### config.mk
export PLATFORM = sky130hd
export DESIGN_NAME = bootcfg_reg
export DESIGN_NICKNAME = d
export VERILOG_FILES = /design/src/rtl/bootcfg_pkg.sv /design/src/rtl/bootcfg_trust.sv /design/src/rtl/bootcfg_wrmerge.sv /design/src/rtl/bootcfg_decode.sv /design/src/rtl/bootcfg_reg.sv
export SDC_FILE = /design/constraint.sdc
export NUM_CORES = 1
export LEC_CHECK = 0
export CAP_MARGIN = 25
export CORE_MARGIN = 1
export CORE_UTILIZATION = 41
export CTS_CLUSTER_DIAMETER = 150
export CTS_CLUSTER_SIZE = 24
export DETAILED_ROUTE_END_ITERATION = 12
export PLACE_DENSITY = 0.82
export SYNTH_ARGS = -nofsm -noshare
export SYNTH_HDL_FRONTEND = slang
export SYNTH_HIERARCHICAL = 1
export SYNTH_SLANG_ARGS = --single-unit
### constraint.sdc
create_clock -name clk -period 2.2 [get_ports clk]
set_input_delay 0.22 -clock clk [delete_from_list [all_inputs] [get_ports clk]]
set_output_delay 0.22 -clock clk [all_outputs]
set_load 0.01 [all_outputs]
### src/rtl/bootcfg_pkg.sv
// Package: shared constants for the boot configuration register.
// Assumes a 32-bit register whose field positions are fixed by the consumers.
package bootcfg_pkg;
    localparam int unsigned CFG_W       = 32;
    localparam int unsigned BYTE_W      = 8;
    localparam logic [31:0] CFG_RST     = 32'h840E_4000;
    localparam int unsigned CLKSEL_LSB  = 12;
    localparam int unsigned WDT_EN_BIT  = 27;
    localparam int unsigned WDT_REF_BIT = 26;
    localparam int unsigned WDT_PS_LSB  = 21;
    localparam int unsigned WDT_PS_W    = 5;
    localparam logic [1:0]  LOCK_OPEN   = 2'b00;
    localparam logic [1:0]  CLK_LPRC    = 2'b11;

    // Outcome of a load strobe as seen by the register update.
    typedef struct packed {
        logic take;    // strobe consumed the cycle (window was open)
        logic commit;  // word is trusted and must be stored
    } load_dec_t;
endpackage

### src/rtl/bootcfg_trust.sv
// Module: bootcfg_trust
// Tracks the one-shot boot window and qualifies the flash word.
// Assumes ld_fail/ld_blank are valid in the same cycle as ld_stb.
module bootcfg_trust
    import bootcfg_pkg::*;
#(
    parameter int unsigned DATA_W = CFG_W
) (
    input  logic              clk,
    input  logic              rst_n,
    input  logic              ld_stb,
    input  logic [DATA_W-1:0] ld_word,
    input  logic              ld_fail,
    input  logic              ld_blank,
    output logic              win_o,
    output load_dec_t         dec_o
);
    localparam logic [DATA_W-1:0] BLANK_WORD = '1;

    logic win_q;
    logic word_ok;

    // Word is trusted only with no error and no blank indication.
    always_comb begin
        word_ok = !ld_fail && !ld_blank && (ld_word != BLANK_WORD);
    end

    // Decode the load strobe against the window.
    always_comb begin
        dec_o.take   = ld_stb && win_q;
        dec_o.commit = ld_stb && win_q && word_ok;
    end

    // Window opens at reset and closes on the first strobe.
    always_ff @(posedge clk) begin
        if (!rst_n) begin
            win_q <= 1'b1;
        end else if (ld_stb) begin
            win_q <= 1'b0;
        end
    end

    assign win_o = win_q;


    window_sticky_chk: assert property (@(posedge clk) disable iff (!rst_n)
        !win_q |=> !win_q);


    window_close_chk: assert property (@(posedge clk) disable iff (!rst_n)
        $fell(win_q) |-> $past(ld_stb));
endmodule

### src/rtl/bootcfg_wrmerge.sv
// Module: bootcfg_wrmerge
// Merges a byte-enabled software write into the current value under the lock.
// Assumes DATA_W is a whole number of bytes.
module bootcfg_wrmerge
    import bootcfg_pkg::*;
#(
    parameter int unsigned DATA_W = CFG_W
) (
    input  logic                     wr_en,
    input  logic [DATA_W-1:0]        wr_data,
    input  logic [DATA_W/BYTE_W-1:0] wr_be,
    input  logic [1:0]               lock,
    input  logic                     blocked,
    input  logic [DATA_W-1:0]        cur,
    output logic                     hit_o,
    output logic [DATA_W-1:0]        merged_o
);
    localparam int unsigned NBYTES = DATA_W / BYTE_W;

    // Write lands only with the lock open and no load owning the cycle.
    always_comb begin
        hit_o = wr_en && (lock == LOCK_OPEN) && !blocked && (|wr_be);
    end

    // Per-byte select between new data and current value.
    for (genvar b = 0; b < NBYTES; b++) begin : g_byte
        assign merged_o[b*BYTE_W +: BYTE_W] =
            wr_be[b] ? wr_data[b*BYTE_W +: BYTE_W] : cur[b*BYTE_W +: BYTE_W];
    end
endmodule

### src/rtl/bootcfg_decode.sv
// Module: bootcfg_decode
// Produces the effective clock source and the watchdog fields.
// Assumes ds_entry is held for as long as the fallback must apply.
module bootcfg_decode
    import bootcfg_pkg::*;
#(
    parameter int unsigned DATA_W = CFG_W
) (
    input  logic                cfg,
    input  logic [DATA_W-1:0]   cfg_v,
    input  logic                ds_entry,
    output logic [1:0]          eff_clksel,
    output logic                wdt_en,
    output logic                wdt_lprc,
    output logic [WDT_PS_W-1:0] wdt_ps
);
    logic [1:0] raw_sel;
    logic       no_ds_src;

    // Sources with bit 1 clear (FRC, POSC) cannot survive deep sleep.
    always_comb begin
        raw_sel    = cfg_v[CLKSEL_LSB +: 2];
        no_ds_src  = !raw_sel[1];
        eff_clksel = (cfg && ds_entry && no_ds_src) ? CLK_LPRC : raw_sel;
    end

    // Watchdog field extraction.
    always_comb begin
        wdt_en   = cfg_v[WDT_EN_BIT];
        wdt_lprc = cfg_v[WDT_REF_BIT];
        wdt_ps   = cfg_v[WDT_PS_LSB +: WDT_PS_W];
    end
endmodule

### src/rtl/bootcfg_reg.sv
// Module: bootcfg_reg (top)
// Boot configuration register: trusted one-shot flash load, lock-gated
// byte writes, and decoded clock/watchdog outputs.
// Assumes all inputs are synchronous to clk.
module bootcfg_reg
    import bootcfg_pkg::*;
#(
    parameter int unsigned DATA_W    = CFG_W,
    parameter logic [31:0] RESET_VAL = CFG_RST
) (
    input  logic                     clk,
    input  logic                     rst_n,
    input  logic                     ld_stb,
    input  logic [DATA_W-1:0]        ld_word,
    input  logic                     ld_fail,
    input  logic                     ld_blank,
    input  logic                     wr_en,
    input  logic [DATA_W-1:0]        wr_data,
    input  logic [DATA_W/BYTE_W-1:0] wr_be,
    input  logic [1:0]               lock,
    input  logic                     ds_entry,
    output logic [DATA_W-1:0]        cfg_q,
    output logic [1:0]               eff_clksel,
    output logic                     wdt_en,
    output logic                     wdt_lprc,
    output logic [WDT_PS_W-1:0]      wdt_ps
);
    load_dec_t         ld_dec;
    logic              win;
    logic              wr_hit;
    logic [DATA_W-1:0] wr_merged;

    bootcfg_trust #(.DATA_W(DATA_W)) i_trust (
        .clk      (clk),
        .rst_n    (rst_n),
        .ld_stb   (ld_stb),
        .ld_word  (ld_word),
        .ld_fail  (ld_fail),
        .ld_blank (ld_blank),
        .win_o    (win),
        .dec_o    (ld_dec)
    );

    bootcfg_wrmerge #(.DATA_W(DATA_W)) i_wrmerge (
        .wr_en    (wr_en),
        .wr_data  (wr_data),
        .wr_be    (wr_be),
        .lock     (lock),
        .blocked  (ld_dec.take),
        .cur      (cfg_q),
        .hit_o    (wr_hit),
        .merged_o (wr_merged)
    );

    bootcfg_decode #(.DATA_W(DATA_W)) i_decode (
        .cfg        (1'b1),
        .cfg_v      (cfg_q),
        .ds_entry   (ds_entry),
        .eff_clksel (eff_clksel),
        .wdt_en     (wdt_en),
        .wdt_lprc   (wdt_lprc),
        .wdt_ps     (wdt_ps)
    );

    // Register update: trusted load first, then gated software write.
    always_ff @(posedge clk) begin
        if (!rst_n) begin
            cfg_q <= RESET_VAL[DATA_W-1:0];
        end else if (ld_dec.commit) begin
            cfg_q <= ld_word;
        end else if (wr_hit) begin
            cfg_q <= wr_merged;
        end
    end


    load_commit_chk: assert property (@(posedge clk) disable iff (!rst_n)
        ld_dec.commit |=> cfg_q == $past(ld_word));


    fail_keep_chk: assert property (@(posedge clk) disable iff (!rst_n)
        (ld_stb && win && ld_fail) |=> $stable(cfg_q));


    lock_closed_chk: assert property (@(posedge clk) disable iff (!rst_n)
        (lock != LOCK_OPEN && !(ld_stb && win)) |=> $stable(cfg_q));


    ds_fallback_chk: assert property (@(posedge clk) disable iff (!rst_n)
        (ds_entry && !cfg_q[CLKSEL_LSB+1]) |-> eff_clksel == CLK_LPRC);
endmodule

==> flow_metrics.py <==
metrics = {
    "layout": {
        "final_common_cell": "clkdlybuf4s50_1",
        "antenna_cells": 0,
        "final_area_um2": 3620,
        "nNetsFinal": 397,
        "fin_cells": 392,
        "area_growth_pct": 53.2,
        "final_cell_mix": "clkdlybuf4s50_1, dfxtp_1, mux2_4",
        "drive_gt1_frac": 0.247,
        "fin_util": 0.653,
    },
    "floorplan": {
        "boundaryPins": 118,
        "coreArea_um2": 5540,
        "die_area_um2": 6070,
        "rows": 27,
        "die_x_um": 77.9,
        "start_util": 0.426,
        "die_h_um": 77.9,
    },
    "setup_path": {
        "required_ps": 2370,
        "crit_path_frequent_cell": "buf_4",
        "slowest_stage": "clkdlybuf4s50_1",
        "rr_worst_depth": 6,
        "path_cells": "clkdlybuf4s50_1, nand4_1, nor4_1, buf_4, a2111oi_2, buf_4, and3b_1, a21oi_1",
        "r2r-end": "cfg_q[9]",
        "worst_setup_path_start_kind": "input port",
        "cpPeakStageDelay_ps": 440,
        "cp_max_fo": 29,
        "critPathKind": "in2reg",
        "r2r_slack_ps": 450,
        "endpoint_kind": "flop",
        "reg2reg_from": "i_trust/win_o",
        "worst-endpoint-arrival_ps": 2020,
    },
    "cts": {
        "cts_made_buffers": 5,
        "cts_buffer_depth": 2,
        "htree_levels": 2,
        "cts_setup_buffers": 0,
        "postCtsResizedCells": 0,
        "clock-sinks": 33,
        "cts_tree": "built",
        "root_buffer": "clkbuf_8",
        "clk_latency_ps": 280,
        "postCtsHoldBufs": 0,
        "clk_pin_slew_ps": 60,
    },
    "min_path": {
        "hp-start": "i_trust/win_o",
        "hold-path-cell-count": 2,
        "min_path_type": "reg2reg",
        "hold_end": "i_trust/win_o",
    },
    "drt": {
        "drc": 0,
        "drtPass1Iterations": 4,
        "avgRoutedWirePerCell_um": 15.1,
        "viasPerCell": 5.08,
        "drt-initial-drc-count": 34,
        "wl_mm": 5.91,
        "postRouteAntennaNets": 0,
        "routed-via-count": 1993,
    },
    "global_routing": {
        "grt_max_degree": 30,
        "gr-total-overflow": 0,
        "grt_pass1_wl_mm": 9.34,
        "grt_usage": 0.194,
        "first_global_vias": 2058,
        "antenna_found_initial": 0,
    },
    "sta": {
        "rsz0062_at_grt": "false",
        "max_freq_mhz": 539,
        "hold_viol": 0,
        "setup_slack_ps": 344,
        "min_period_over_period": 0.843,
        "whs_ps": 469,
        "setup_viol": 0,
        "finClkSkew_ps": 1.59,
        "final-max-slew-violation-count": 0,
        "tns_ps": 0,
        "period_needed_ps": 1860,
    },
    "power": {
        "p_clk_frac": 0.284,
        "p_sw_mw": 0.385,
        "ir_drop_uv": 222,
        "swShare": 0.241,
        "internal-power_mw": 1.21,
        "pwr-share-comb": 0.304,
        "p_total_mw": 1.60,
        "seqPwrFrac": 0.412,
        "power.leakage_nw": 1.67,
        "power_density_nw_per_um2": 441,
    },
    "placed_design": {
        "dpl_cell_area_um2": 3530,
        "portBuffers": 117,
        "hpwl_mm": 4.61,
        "dp_worst_setup_slack_ps": 54.4,
        "place_inst": 385,
        "gp_congestion": 0.727,
    },
    "logic_synthesis": {
        "synth_nets": 285,
        "ys_warn_count": 6,
        "synth-seq-area-share": 0.280,
        "postSynthAreaPerCell_um2": 11.4,
        "synth_cells": 208,
        "synth_area_um2": 2360,
        "ys_types": 24,
        "synth-seq-cells": 33,
    },
    "status": {
        "outcome": "finished, final reports clean",
    },
    "flow_run": {
        "drv_cap": 0,
    },
}
==> flip-flops by register name, summed over array words and instances, names as in the netlist <==
| name | flops |
|---|---|
| cfg_q | 32 |
| i_trust/win_o | 1 |
==> logic make-up after synthesis <==
| group | after synthesis | synth area share |
|---|---|---|
| mux | 64 | 0.353 |
| compound gates | 35 | 0.132 |
| buf+inv | 26 | 0.0906 |
| simple gates | 49 | 0.143 |
| other cells | 1 | 0.00159 |
| flops | 33 | 0.280 |
==> cells in the mapped netlist <==
master | count | share of area
nand2_1 | 2 | 0.0032
clkbuf_1 | 6 | 0.0095
a21oi_1 | 6 | 0.013
a2111oi_1 | 1 | 0.0042
buf_2 | 3 | 0.0064
mux2i_1 | 6 | 0.025
mux2_2 | 26 | 0.12
conb_1 | 1 | 0.0016
mux2_4 | 32 | 0.20
o211a_1 | 26 | 0.11
nor2b_1 | 1 | 0.0026
o21bai_1 | 1 | 0.0032
inv_1 | 2 | 0.0032
buf_6 | 5 | 0.024
o21ai_0 | 1 | 0.0021
nand2b_1 | 28 | 0.074
buf_4 | 7 | 0.022
and3b_1 | 6 | 0.022
dfxtp_1 | 33 | 0.28
nor4_2 | 1 | 0.0053
buf_12 | 3 | 0.025
nor4_1 | 2 | 0.0053
nand4_1 | 8 | 0.021
nor4_4 | 1 | 0.0090
==> worst max-delay path: cells and delay by family <==
kind / cells / cell delay [ps]
AND/OR/NAND/NOR: 3 / 390
AO/OA/AOI/OAI: 2 / 480
buffers and inverters: 3 / 920
==> metal layers <==
layer / vias to the layer above / routed length (um) / global-route usage / share of wire
met5: - / 0 / 0 / 0
met4: 0 / 31 / 0.0352 / 0.0052
met3: 4 / 352 / 0.0553 / 0.060
met2: 79 / 2940 / 0.358 / 0.50
met1: 927 / 2580 / 0.222 / 0.44
li1: 983 / - / - / -
==> power groups by stage <==
stage	Sequential, mW	Combinational, mW	Clock (mW)
2_1_floorplan	0.682	0.230	0
3_3_place_gp	0.669	0.481	0
3_5_place_dp	0.670	0.487	0
4_1_cts	0.658	0.490	0.466
5_1_grt	0.663	0.516	0.492
6_report	0.658	0.486	0.454
==> cell type report <==
class / instances / area, um^2
Fill cell: 483 / 1920
Sequential cell: 33 / 661
Timing Repair Buffer: 129 / 1270
Multi-Input combinational cell: 149 / 1500
Clock buffer: 7 / 86.3
Tap cell: 72 / 90.1
Inverter: 2 / 7.51
==> worst max path at each step <==
stage / start / to / slack, ps
detailed placement: ld_word[23] / cfg_q[19] / 50
floorplan: ld_word[6] / cfg_q[10] / 550
global route: ld_word[21] / cfg_q[26] / 180
global placement: ld_word[23] / cfg_q[19] / 90
CTS: ld_word[21] / cfg_q[19] / 340
finish: ld_word[12] / cfg_q[17] / 340
No activity file was read; power rests on OpenSTA's default activity.
